File: config.mk
export PLATFORM = sky130hd
export DESIGN_NAME = matrix_remap_seq
export DESIGN_NICKNAME = d
export VERILOG_FILES = /design/src/rtl/remap_pkg.sv /design/src/rtl/remap_shape_dec.sv /design/src/rtl/remap_axis_ctr.sv /design/src/rtl/remap_idx_calc.sv /design/src/rtl/matrix_remap_seq.sv
export SDC_FILE = /design/constraint.sdc
export NUM_CORES = 1
export LEC_CHECK = 0
export BUFFER_PORTS_ARGS = -buffer_cell sky130_fd_sc_hd__buf_2
export CAP_MARGIN = 25
export CORE_MARGIN = 2
export CORE_UTILIZATION = 25
export CTS_CLUSTER_DIAMETER = 120
export DETAILED_ROUTE_END_ITERATION = 8
export GPL_ROUTABILITY_DRIVEN = 0
export PLACE_DENSITY = 0.36
export SYNTH_ARGS = -nofsm -noshare
export SYNTH_HDL_FRONTEND = slang
export SYNTH_SLANG_ARGS = --single-unit
File: constraint.sdc
create_clock -name clk -period 11.3 [get_ports clk]
set_input_delay 1.13 -clock clk [delete_from_list [all_inputs] [get_ports clk]]
set_output_delay 1.13 -clock clk [all_outputs]
set_load 0.005 [all_outputs]
File: src/rtl/remap_pkg.sv
package remap_pkg;
    localparam int WORD_W = 32;
    localparam int DIM_W  = 6;
    localparam int OFF_W  = 4;
    localparam int NAX    = 3;
    localparam int VL_W   = 7;
    localparam int AX_W   = 2;
    localparam int IDX_W  = NAX * DIM_W + 1;

    typedef logic [AX_W-1:0] axis_t;
    localparam axis_t AX_X = 2'd0;
    localparam axis_t AX_Y = 2'd1;
    localparam axis_t AX_Z = 2'd2;

    typedef enum logic [1:0] {SK_NONE = 2'd0, SK_X = 2'd1, SK_Y = 2'd2, SK_Z = 2'd3} skip_e;

    typedef struct packed {
        logic [1:0]       mode;
        logic [1:0]       skip;
        logic [OFF_W-1:0] offset;
        logic [2:0]       inv;
        logic [2:0]       nest;
        logic [DIM_W-1:0] zd;
        logic [DIM_W-1:0] yd;
        logic [DIM_W-1:0] xd;
    } shape_t;

    typedef logic [NAX-1:0][DIM_W-1:0] dims_t;
    typedef logic [NAX-1:0][AX_W-1:0]  order_t;

    // element 0 is the innermost loop
    function automatic order_t nest_order(input logic [2:0] code);
        order_t o;
        case (code)
            3'd1:    begin o[0] = AX_X; o[1] = AX_Z; o[2] = AX_Y; end
            3'd2:    begin o[0] = AX_Y; o[1] = AX_X; o[2] = AX_Z; end
            3'd3:    begin o[0] = AX_Y; o[1] = AX_Z; o[2] = AX_X; end
            3'd4:    begin o[0] = AX_Z; o[1] = AX_X; o[2] = AX_Y; end
            3'd5:    begin o[0] = AX_Z; o[1] = AX_Y; o[2] = AX_X; end
            default: begin o[0] = AX_X; o[1] = AX_Y; o[2] = AX_Z; end
        endcase
        return o;
    endfunction
endpackage

File: src/rtl/remap_shape_dec.sv
module remap_shape_dec
    import remap_pkg::*;
(
    input  logic [WORD_W-1:0] word_i,
    output dims_t             dmax_o,
    output order_t            order_o,
    output logic [2:0]        inv_o,
    output skip_e             skip_o,
    output logic [OFF_W-1:0]  offset_o,
    output logic              ident_o,
    output logic              bad_o
);
    shape_t sh;
    logic   unsupported;

    always_comb begin
        sh          = shape_t'(word_i);
        unsupported = (sh.mode != 2'b00) || (sh.nest > 3'd5);
        bad_o       = unsupported;
        ident_o     = unsupported || (word_i == '0);
        dmax_o[AX_X] = sh.xd;
        dmax_o[AX_Y] = sh.yd;
        dmax_o[AX_Z] = sh.zd;
        order_o     = nest_order(sh.nest);
        inv_o       = sh.inv;
        skip_o      = skip_e'(sh.skip);
        offset_o    = sh.offset;
    end
endmodule

File: src/rtl/remap_axis_ctr.sv
module remap_axis_ctr
    import remap_pkg::*;
(
    input  logic   clk,
    input  logic   rst,
    input  logic   clear_i,
    input  logic   adv_i,
    input  dims_t  dmax_i,
    input  order_t order_i,
    output dims_t  cnt_o
);
    dims_t cnt_q;
    dims_t cnt_d;
    logic  carry;

    always_comb begin
        cnt_d = cnt_q;
        carry = adv_i;
        for (int p = 0; p < NAX; p++) begin
            if (carry) begin
                if (cnt_q[order_i[p]] == dmax_i[order_i[p]]) begin
                    cnt_d[order_i[p]] = '0;
                end else begin
                    cnt_d[order_i[p]] = DIM_W'(cnt_q[order_i[p]] + 1'b1);
                    carry = 1'b0;
                end
            end
        end
    end

    always_ff @(posedge clk) begin
        if (rst || clear_i) cnt_q <= '0;
        else                cnt_q <= cnt_d;
    end

    assign cnt_o = cnt_q;

    generate
        for (genvar a = 0; a < NAX; a++) begin : g_rng

            axis_in_range_chk: assert property (@(posedge clk) disable iff (rst)
                !clear_i |=> cnt_q[a] <= dmax_i[a]);
        end
    endgenerate
endmodule

File: src/rtl/remap_idx_calc.sv
module remap_idx_calc
    import remap_pkg::*;
(
    input  dims_t            cnt_i,
    input  dims_t            dmax_i,
    input  logic [2:0]       inv_i,
    input  skip_e            skip_i,
    input  logic [OFF_W-1:0] offset_i,
    input  logic             ident_i,
    input  logic [VL_W-1:0]  step_i,
    output logic [IDX_W-1:0] idx_o
);
    dims_t            coord;
    logic [IDX_W-1:0] len [NAX];
    logic [IDX_W-1:0] wt  [NAX];
    logic [IDX_W-1:0] acc;

    generate
        for (genvar a = 0; a < NAX; a++) begin : g_ax
            assign coord[a] = inv_i[a] ? DIM_W'(dmax_i[a] - cnt_i[a]) : cnt_i[a];
            assign len[a]   = IDX_W'(dmax_i[a]) + IDX_W'(1);
        end
    endgenerate

    always_comb begin
        case (skip_i)
            SK_X:    begin wt[0] = '0;        wt[1] = IDX_W'(1); wt[2] = len[1]; end
            SK_Y:    begin wt[0] = IDX_W'(1); wt[1] = '0;        wt[2] = len[0]; end
            SK_Z:    begin wt[0] = IDX_W'(1); wt[1] = len[0];    wt[2] = '0;     end
            default: begin wt[0] = IDX_W'(1); wt[1] = len[0];    wt[2] = IDX_W'(len[0] * len[1]); end
        endcase
        acc = IDX_W'(offset_i);
        for (int a = 0; a < NAX; a++) begin
            acc = IDX_W'(acc + IDX_W'(IDX_W'(coord[a]) * wt[a]));
        end
        idx_o = ident_i ? IDX_W'(step_i) : acc;
    end
endmodule

File: src/rtl/matrix_remap_seq.sv
module matrix_remap_seq
    import remap_pkg::*;
(
    input  logic              clk,
    input  logic              rst,
    input  logic              start_i,
    input  logic [WORD_W-1:0] shape_i,
    input  logic [VL_W-1:0]   vl_i,
    input  logic              out_ready_i,
    output logic              out_valid_o,
    output logic [IDX_W-1:0]  idx_o,
    output logic              last_o,
    output logic              err_o
);
    dims_t            dmax_d, dmax_q;
    order_t           order_d, order_q;
    logic [2:0]       inv_d, inv_q;
    skip_e            skip_d, skip_q;
    logic [OFF_W-1:0] off_d, off_q;
    logic             ident_d, ident_q;
    logic             bad_d, bad_q;

    logic             busy_q;
    logic [VL_W-1:0]  step_q;
    logic [VL_W-1:0]  vl_q;
    logic             fire, at_last, accept;
    dims_t            cnt;

    remap_shape_dec u_dec (
        .word_i   (shape_i),
        .dmax_o   (dmax_d),
        .order_o  (order_d),
        .inv_o    (inv_d),
        .skip_o   (skip_d),
        .offset_o (off_d),
        .ident_o  (ident_d),
        .bad_o    (bad_d)
    );

    assign fire    = busy_q && out_ready_i;
    assign at_last = (step_q == VL_W'(vl_q - 1'b1));
    assign accept  = start_i && (vl_i != '0) && (!busy_q || (fire && at_last));

    always_ff @(posedge clk) begin
        if (rst) begin
            busy_q  <= 1'b0;
            step_q  <= '0;
            vl_q    <= '0;
            dmax_q  <= '0;
            order_q <= '0;
            inv_q   <= '0;
            skip_q  <= SK_NONE;
            off_q   <= '0;
            ident_q <= 1'b0;
            bad_q   <= 1'b0;
        end else if (accept) begin
            busy_q  <= 1'b1;
            step_q  <= '0;
            vl_q    <= vl_i;
            dmax_q  <= dmax_d;
            order_q <= order_d;
            inv_q   <= inv_d;
            skip_q  <= skip_d;
            off_q   <= off_d;
            ident_q <= ident_d;
            bad_q   <= bad_d;
        end else if (fire) begin
            if (at_last) busy_q <= 1'b0;
            else         step_q <= VL_W'(step_q + 1'b1);
        end
    end

    remap_axis_ctr u_ctr (
        .clk     (clk),
        .rst     (rst),
        .clear_i (accept),
        .adv_i   (fire && !at_last),
        .dmax_i  (dmax_q),
        .order_i (order_q),
        .cnt_o   (cnt)
    );

    remap_idx_calc u_calc (
        .cnt_i    (cnt),
        .dmax_i   (dmax_q),
        .inv_i    (inv_q),
        .skip_i   (skip_q),
        .offset_i (off_q),
        .ident_i  (ident_q),
        .step_i   (step_q),
        .idx_o    (idx_o)
    );

    assign out_valid_o = busy_q;
    assign last_o      = busy_q && at_last;
    assign err_o       = busy_q && bad_q;


    stall_hold_chk: assert property (@(posedge clk) disable iff (rst)
        out_valid_o && !out_ready_i |=> out_valid_o && $stable(idx_o) && $stable(last_o));

    last_needs_valid_chk: assert property (@(posedge clk) disable iff (rst)
        last_o |-> out_valid_o);

    drop_after_last_chk: assert property (@(posedge clk) disable iff (rst)
        out_valid_o && out_ready_i && last_o && !start_i |=> !out_valid_o);

    restart_on_last_chk: assert property (@(posedge clk) disable iff (rst)
        out_valid_o && out_ready_i && last_o && start_i && (vl_i != '0) |=> out_valid_o);

    err_needs_valid_chk: assert property (@(posedge clk) disable iff (rst)
        err_o |-> out_valid_o);

    identity_step_chk: assert property (@(posedge clk) disable iff (rst)
        out_valid_o && ident_q |-> idx_o == IDX_W'(step_q));
endmodule

==> results of run 1 <==
[registers in the layout, summed over array words and instances (netlist names)]
name,cells
vl_q,7
order_q,6
bad_q,1
step_q,7
ident_q,1
skip_q,2
dmax_q,18
out_valid_o,1
u_ctr.cnt_o,18
off_q,4
inv_q,3
[cell type report]
cell class              instances  area (sq um)
fillers                      5447         35600
multi-input cells            1174         10300
flip-flops and latches         68          1370
well taps                     672           841
inverters                     191           717
repair buffers                106           639
clock buffers                   9           225
clock inverters                 7           101
diodes                          1          2.50
[cell families after synthesis]
group | count (synthesis)
XOR/XNOR | 93
AO/OA/AOI/OAI | 211
multiplexers | 102
AND/OR/NAND/NOR | 498
adder cells (fa/ha/maj) | 270
buffers and inverters | 250
flip-flops | 68
[report_power, final]
part	leakage [nW]	total [W]	internal [W]	switching [W]
Sequential	0.557	0.000279	0.000252	0.0000278
Combinational	5.91	0.000402	0.000159	0.000243
Clock	0.152	0.000323	0.000195	0.000128
Total	6.62	0.00100	0.000605	0.000399
[through the flow]
stage          power [W]  cells
2_1_floorplan   0.000550   1492
4_1_cts          0.00101   2223
3_5_place_dp    0.000685   2207
3_3_place_gp    0.000686   2207
5_1_grt          0.00108   2227
6_report         0.00100   2228
[worst min path at each step]
stage	slack, ns	end	cells after the start
after floorplan	0.45	bad_q	2
after detailed placement	0.48	bad_q	2
after CTS	0.50	bad_q	2
after global placement	0.48	bad_q	2
after global routing	0.52	bad_q	2
final	0.49	bad_q	2
[layer usage]
metal / part of all wire / wire, um / track usage / vias to the layer above
li1: - / - / - / 5151
met1: 0.49 / 20000 / 0.220 / 5086
met2: 0.46 / 18800 / 0.266 / 114
met3: 0.024 / 958 / 0.0155 / 39
met4: 0.018 / 726 / 0.0327 / 0
met5: 0 / 0 / 0 / -
[worst max-delay path, delay by kind of cell (launching register included)]
kind	cells	cell delay, ns
simple gates	8	1.21
xor+xnor	2	0.43
fa+ha+maj	12	4.80
compound gates	9	1.72
flops	1	0.33
buf+inv	6	0.63
[cells in the mapped netlist (6+ instances only)]
| cell type | number | area [sq um] |
|---|---|---|
| nor2_1 | 188 | 706 |
| dfxtp_1 | 68 | 1360 |
| nand4_1 | 8 | 50.1 |
| ha_1 | 142 | 1780 |
| inv_1 | 191 | 717 |
| xnor2_1 | 54 | 473 |
| and3_1 | 15 | 93.8 |
| nand2_1 | 112 | 420 |
| a21boi_0 | 6 | 45.0 |
| and2_1 | 17 | 106 |
| clkbuf_1 | 37 | 139 |
| or3_1 | 7 | 43.8 |
| nor3_1 | 25 | 125 |
| a21oi_1 | 39 | 195 |
| o22ai_1 | 9 | 56.3 |
| o21ai_0 | 33 | 165 |
| fa_1 | 128 | 2560 |
| a21o_1 | 16 | 120 |
| nand3_1 | 38 | 190 |
| mux2_2 | 12 | 135 |
| nor4_1 | 14 | 87.6 |
| nand2b_1 | 13 | 81.3 |
| or2_2 | 8 | 50.1 |
| a2111oi_2 | 12 | 180 |
| nor3b_1 | 6 | 45.0 |
| xor2_1 | 35 | 307 |
| buf_2 | 13 | 65.1 |
| o2bb2ai_1 | 31 | 272 |
| a211oi_1 | 18 | 135 |
| nor2b_1 | 18 | 113 |
| mux2i_1 | 90 | 901 |
[timing repair]
item                       in CTS  in global routing
gates cloned                    0                  0
gates resized for setup         1                 39
setup buffers                   0                  2
setup endpoints to repair       1                  3
hold buffers                    0                  0
pin swaps                       0                  4
==> impl_metrics.csv, run 1 <==
group,metric,value,unit
outcome,outcome,"finished clean",
floorplanning,core_area,0.0499,sq mm
sta,hold_violations,0,
yosys,synthCells,1492,
global_routing,antenna_found_initial,0,
hold_path,hp-start,"bad_q",
setup_path,cp.arrival,9.48,ns
setup_path,startpoint_type,"flop",
final_layout,stdcell_area,0.0142,sq mm
setup_path,end_kind,"output pin",
place,pre_cts_slack,0.398,ns
final_layout,fin_util,0.285,
place,dpl.hpwl,33600,um
setup_path,worstPathRequired,10.17,ns
clock_network,cts_max_level,3,
sta,slew_viol_final,0,
yosys,syn-num-nets,1805,
clock_network,clockRootBuffer,"clkbuf_16",
hold_path,holdCritPathClass,"reg2reg",
detailed_routing,antenna_left,0,
setup_path,rrSetupSlack,7.00,ns
detailed_routing,wl_per_cell,18.2,um
yosys,yosys_warnings,0,
sta,layout_min_cycle_time,10.61,ns
setup_path,cp_common_cell,"fa_1",
global_routing,first_global_vias,11100,
setup_path,reg2reg_from,"order_q[1]",
yosys,synth_xor_area_frac,0.0694,
detailed_routing,drc,0,
detailed_routing,dr.first_iter.drc_count,491,
place,portBuffers,64,
sta,timing.final.ws_setup,0.692,ns
job,drv_cap,0,
sta,fin_crit_sh,0.939,
yosys,synthAdderAreaFrac,0.346,
setup_path,startpoint,"dmax_q[1]",
global_routing,grt_max_degree,46,
setup_path,crit_fanout,8,
final_layout,drive_above_1_share,0.129,
yosys,synth.area.mux_share,0.0827,
place,placed_area,0.0137,sq mm
clock_network,clock_path_buffers,2,
sta,setup_viol,0,
sta,holdWs,0.494,ns
floorplanning,initial_core_util,0.251,
final_layout,final_cell_mix,"inv_1 (191), nor2_1 (182), ha_1 (139), fa_1 (128), nand2_1 (110)",
clock_network,cts_tree,"done",
detailed_routing,avgViaCountPerCell,4.66,
yosys,synthSimpleGateAreaFrac,0.191,
final_layout,layout_commonest_cell,"inv_1",
final_layout,syn2layout_area_growth,13.6,%
pwr,ir_worst_vdd,74.0,uV
yosys,async_flop_share,0,
floorplanning,rows,82,
floorplanning,fp.dieW,228,um
sta,worst_slew_pin_slew,1.10,ns
sta,grt_setup_unrepaired,"no",
yosys,ys.flop_type,"dfxtp_1",
clock_network,numCtsBuffers,9,
global_routing,grt_util_all_layers,0.158,
setup_path,slowest_stage,"fa_1",
detailed_routing,via_count,10400,
detailed_routing,routed_wl,40500,um
final_layout,nets,1863,
floorplanning,io_pins,65,
sta,relSlewSlack,0.262,
setup_path,endpoint,"idx_o[18]",
setup_path,worstRegToRegCells,8,
setup_path,slowest_delay,0.53,ns
yosys,synth_compound_area_frac,0.124,
yosys,ys_seq_area_frac,0.109,
pwr,leakage,6.62,nW
setup_path,reg2reg_to,"u_ctr.cnt_o[10]",
clock_network,numClockSinks,68,
floorplanning,fp.dieArea,0.0519,sq mm
yosys,synth_top_family_by_area,"adder cells",
floorplanning,die_h,228,um
sta,fin_setup_tns,0,ns
yosys,yosysUniqueCellTypes,73,
detailed_routing,firstDrtPassIters,4,
global_routing,grt-ovfl-total,0,
yosys,synth_edf_count,0,
pwr,pwr_density_cell,70.6,mW/mm^2
yosys,syn_avg_cell_area,8.40,sq um
yosys,synth_seq_cells,68,
global_routing,grt_pass1_wl,64500,um
yosys,synth_area,0.0125,sq mm
sta,finalClockSkew,0.00678,ns
sta,max_clock_freq,94.3,MHz
clock_network,worstSkewPairLatency,0.35,ns
setup_path,crit_type,"reg2out",
clock_network,clkTransAtPathRegs,0.06,ns
Power figures use the tool's default switching activity.
==> run 2: changes to the inputs <==
RECOVER_POWER = 25   (was not set)
==> run 2 against run 1 <==
- the run now ends with max-capacitance violations, max-slew violations left
- sequential power hardly changed
- combinational power is essentially flat
- routed wire length about the same
- global-route usage unchanged
- hold slack improved by 0.0027 ns
- clock skew hardly changed
- clock power hardly changed
- first-iteration DRC count decreased by 1.6%
- highest routed layer unchanged
==> impl_metrics.csv, run 2 (synthesis results as in run 1) <==
group,metric,value,unit
outcome,outcome,"finished with violations",
outcome,violations,"max-capacitance violations, max-slew violations",
setup_path,startpoint_type,"flop",
pwr,p_int,0.000605,W
sta,grt_setup_unrepaired,"no",
global_routing,antenna_found_initial,0,
sta,relSlewSlack,-0.316,
setup_path,worstPathRequired,10.17,ns
detailed_routing,via_count,10400,
final_layout,syn2layout_area_growth,13.4,%
floorplanning,core_area,0.0499,sq mm
final_layout,multi_input_area,0.0103,sq mm
place,dpl.cell_count,2207,
floorplanning,io_pins,65,
pwr,pwr-share-clk,0.321,
clock_network,postCtsHoldBufs,0,
job,drv_cap,1,
setup_path,crit_type,"reg2out",
clock_network,cts_tree,"done",
setup_path,worstRegToRegCells,13,
final_layout,nFillCells,5455,
floorplanning,fp.dieW,228,um
hold_path,hp-start,"bad_q",
final_layout,layout_commonest_cell,"inv_1",
clock_network,clkTransAtPathRegs,0.06,ns
global_routing,first_global_vias,11100,
detailed_routing,wl_per_cell,18.2,um
detailed_routing,avgViaCountPerCell,4.66,
clock_network,cts_max_level,3,
floorplanning,rows,82,
hold_path,hold_end,"bad_q",
place,portBuffers,64,
setup_path,reg2reg_to,"u_ctr.cnt_o[0]",
floorplanning,fp.dieArea,0.0519,sq mm
sta,worst_slew_pin_slew,1.97,ns
clock_network,numCtsBuffers,9,
global_routing,grt_util_all_layers,0.158,
sta,fin_setup_tns,0,ns
clock_network,clockRootBuffer,"clkbuf_16",
pwr,pwr-share-seq,0.278,
setup_path,rrSetupSlack,6.09,ns
global_routing,grt-ovfl-total,0,
floorplanning,initial_core_util,0.251,
final_layout,drive_above_1_share,0.125,
hold_path,holdPathStages,2,
sta,fin_crit_sh,0.939,
detailed_routing,drc,0,
detailed_routing,antenna_left,0,
clock_network,numClockSinks,68,
pwr,leakage,6.60,nW
final_layout,nets,1863,
place,dpl.hpwl,33600,um
global_routing,grt_pass1_wl,64500,um
hold_path,holdCritPathClass,"reg2reg",
pwr,pwr_density_cell,70.7,mW/mm^2
pwr,switchingPower,0.000398,W
detailed_routing,routed_wl,40600,um
detailed_routing,dr.first_iter.drc_count,483,
setup_path,crit_fanout,9,
sta,layout_min_cycle_time,10.61,ns
setup_path,end_kind,"output pin",
setup_path,slowest_stage,"fa_1",
pwr,swShare,0.397,
sta,max_clock_freq,94.3,MHz
detailed_routing,firstDrtPassIters,4,
pwr,p_comb_frac,0.400,
global_routing,grt_max_degree,46,
sta,holdWs,0.497,ns
pwr,ir_worst_vdd,74.0,uV
final_layout,regArea,0.00137,sq mm
final_layout,final_cell_mix,"inv_1 (191), nor2_1 (182), ha_1 (139), fa_1 (128), nand2_1 (110)",
floorplanning,die_h,228,um
sta,slew_viol_final,26,
sta,setup_viol,0,
setup_path,cp_common_cell,"fa_1",
sta,finalClockSkew,0.00694,ns
clock_network,worstSkewPairLatency,0.35,ns
final_layout,fin_util,0.285,
setup_path,cp.arrival,9.48,ns
clock_network,clock_path_buffers,2,
sta,hold_violations,0,
setup_path,reg2reg_from,"vl_q[0]",
pwr,total_power,0.00100,W
setup_path,slowest_delay,0.53,ns
final_layout,fin_cells,2228,
run 2: cell count changes in the layout (fill, tap and decap cells not counted), sizes merged:
cell    before  now
clkbuf       9   13
buf        106  102
run 2: cell type report:
class                      instances  area share
multi-input combinational       1174       0.726
clock buffer                       9      0.0159
sequential                        68      0.0964
tap                              672      0.0592
clock inverter                     7     0.00714
antenna                            1    0.000176
timing repair buffer             106      0.0443
inverter                         191      0.0505
run 2: repair_timing:
action	in CTS	in global routing
buffers inserted	0	2
gates resized for setup	1	39
pin swaps	0	4
cloned	0	0
endpoints found under the setup margin	1	3
run 2: how the worst max path moves through the flow:
stage / start / to / depth (start not counted)
after floorplan: dmax_q[0] / idx_o[18] / 35
after global placement: dmax_q[0] / idx_o[18] / 36
after detailed placement: dmax_q[0] / idx_o[18] / 38
after CTS: dmax_q[0] / idx_o[18] / 38
after global routing: dmax_q[6] / idx_o[18] / 37
final: dmax_q[1] / idx_o[15] / 32
run 2: worst max-delay path, delay by kind of cell (launching register included):
| kind | cells | cell delay [ns] |
|---|---|---|
| multiplexers | 1 | 0.35 |
| AO/OA/AOI/OAI | 8 | 2.01 |
| flip-flops | 1 | 0.33 |
| XOR/XNOR | 2 | 0.37 |
| buffers and inverters | 6 | 0.70 |
| AND/OR/NAND/NOR | 3 | 0.37 |
| adder cells (fa/ha/maj) | 12 | 4.99 |
run 2: power by group through the flow:
stage	clock network (W)	logic (W)	registers [W]
6_report	0.000323	0.000402	0.000279
3_5_place_dp	0	0.000400	0.000284
4_1_cts	0.000332	0.000403	0.000279
5_1_grt	0.000339	0.000456	0.000282
3_3_place_gp	0	0.000401	0.000285
2_1_floorplan	0	0.000285	0.000266
run 2: through the flow:
| stage | area, sq um | setup slack, ns |
|---|---|---|
| after CTS | 14100 | 0.0280 |
| after global routing | 14200 | 0.0965 |
| after floorplan | 12500 | 0.952 |
| final | 14200 | 0.692 |
| after detailed placement | 13700 | 0.398 |
| after global placement | 13700 | 0.505 |
run 2: per-layer routing:
layer / vias to the layer above / GRT usage / part of all wire / wire (um)
li1: 5150 / - / - / -
met1: 5074 / 0.220 / 0.49 / 20100
met2: 119 / 0.266 / 0.46 / 18800
met3: 39 / 0.0155 / 0.024 / 981
met4: 0 / 0.0327 / 0.018 / 722
met5: - / 0 / 0 / 0
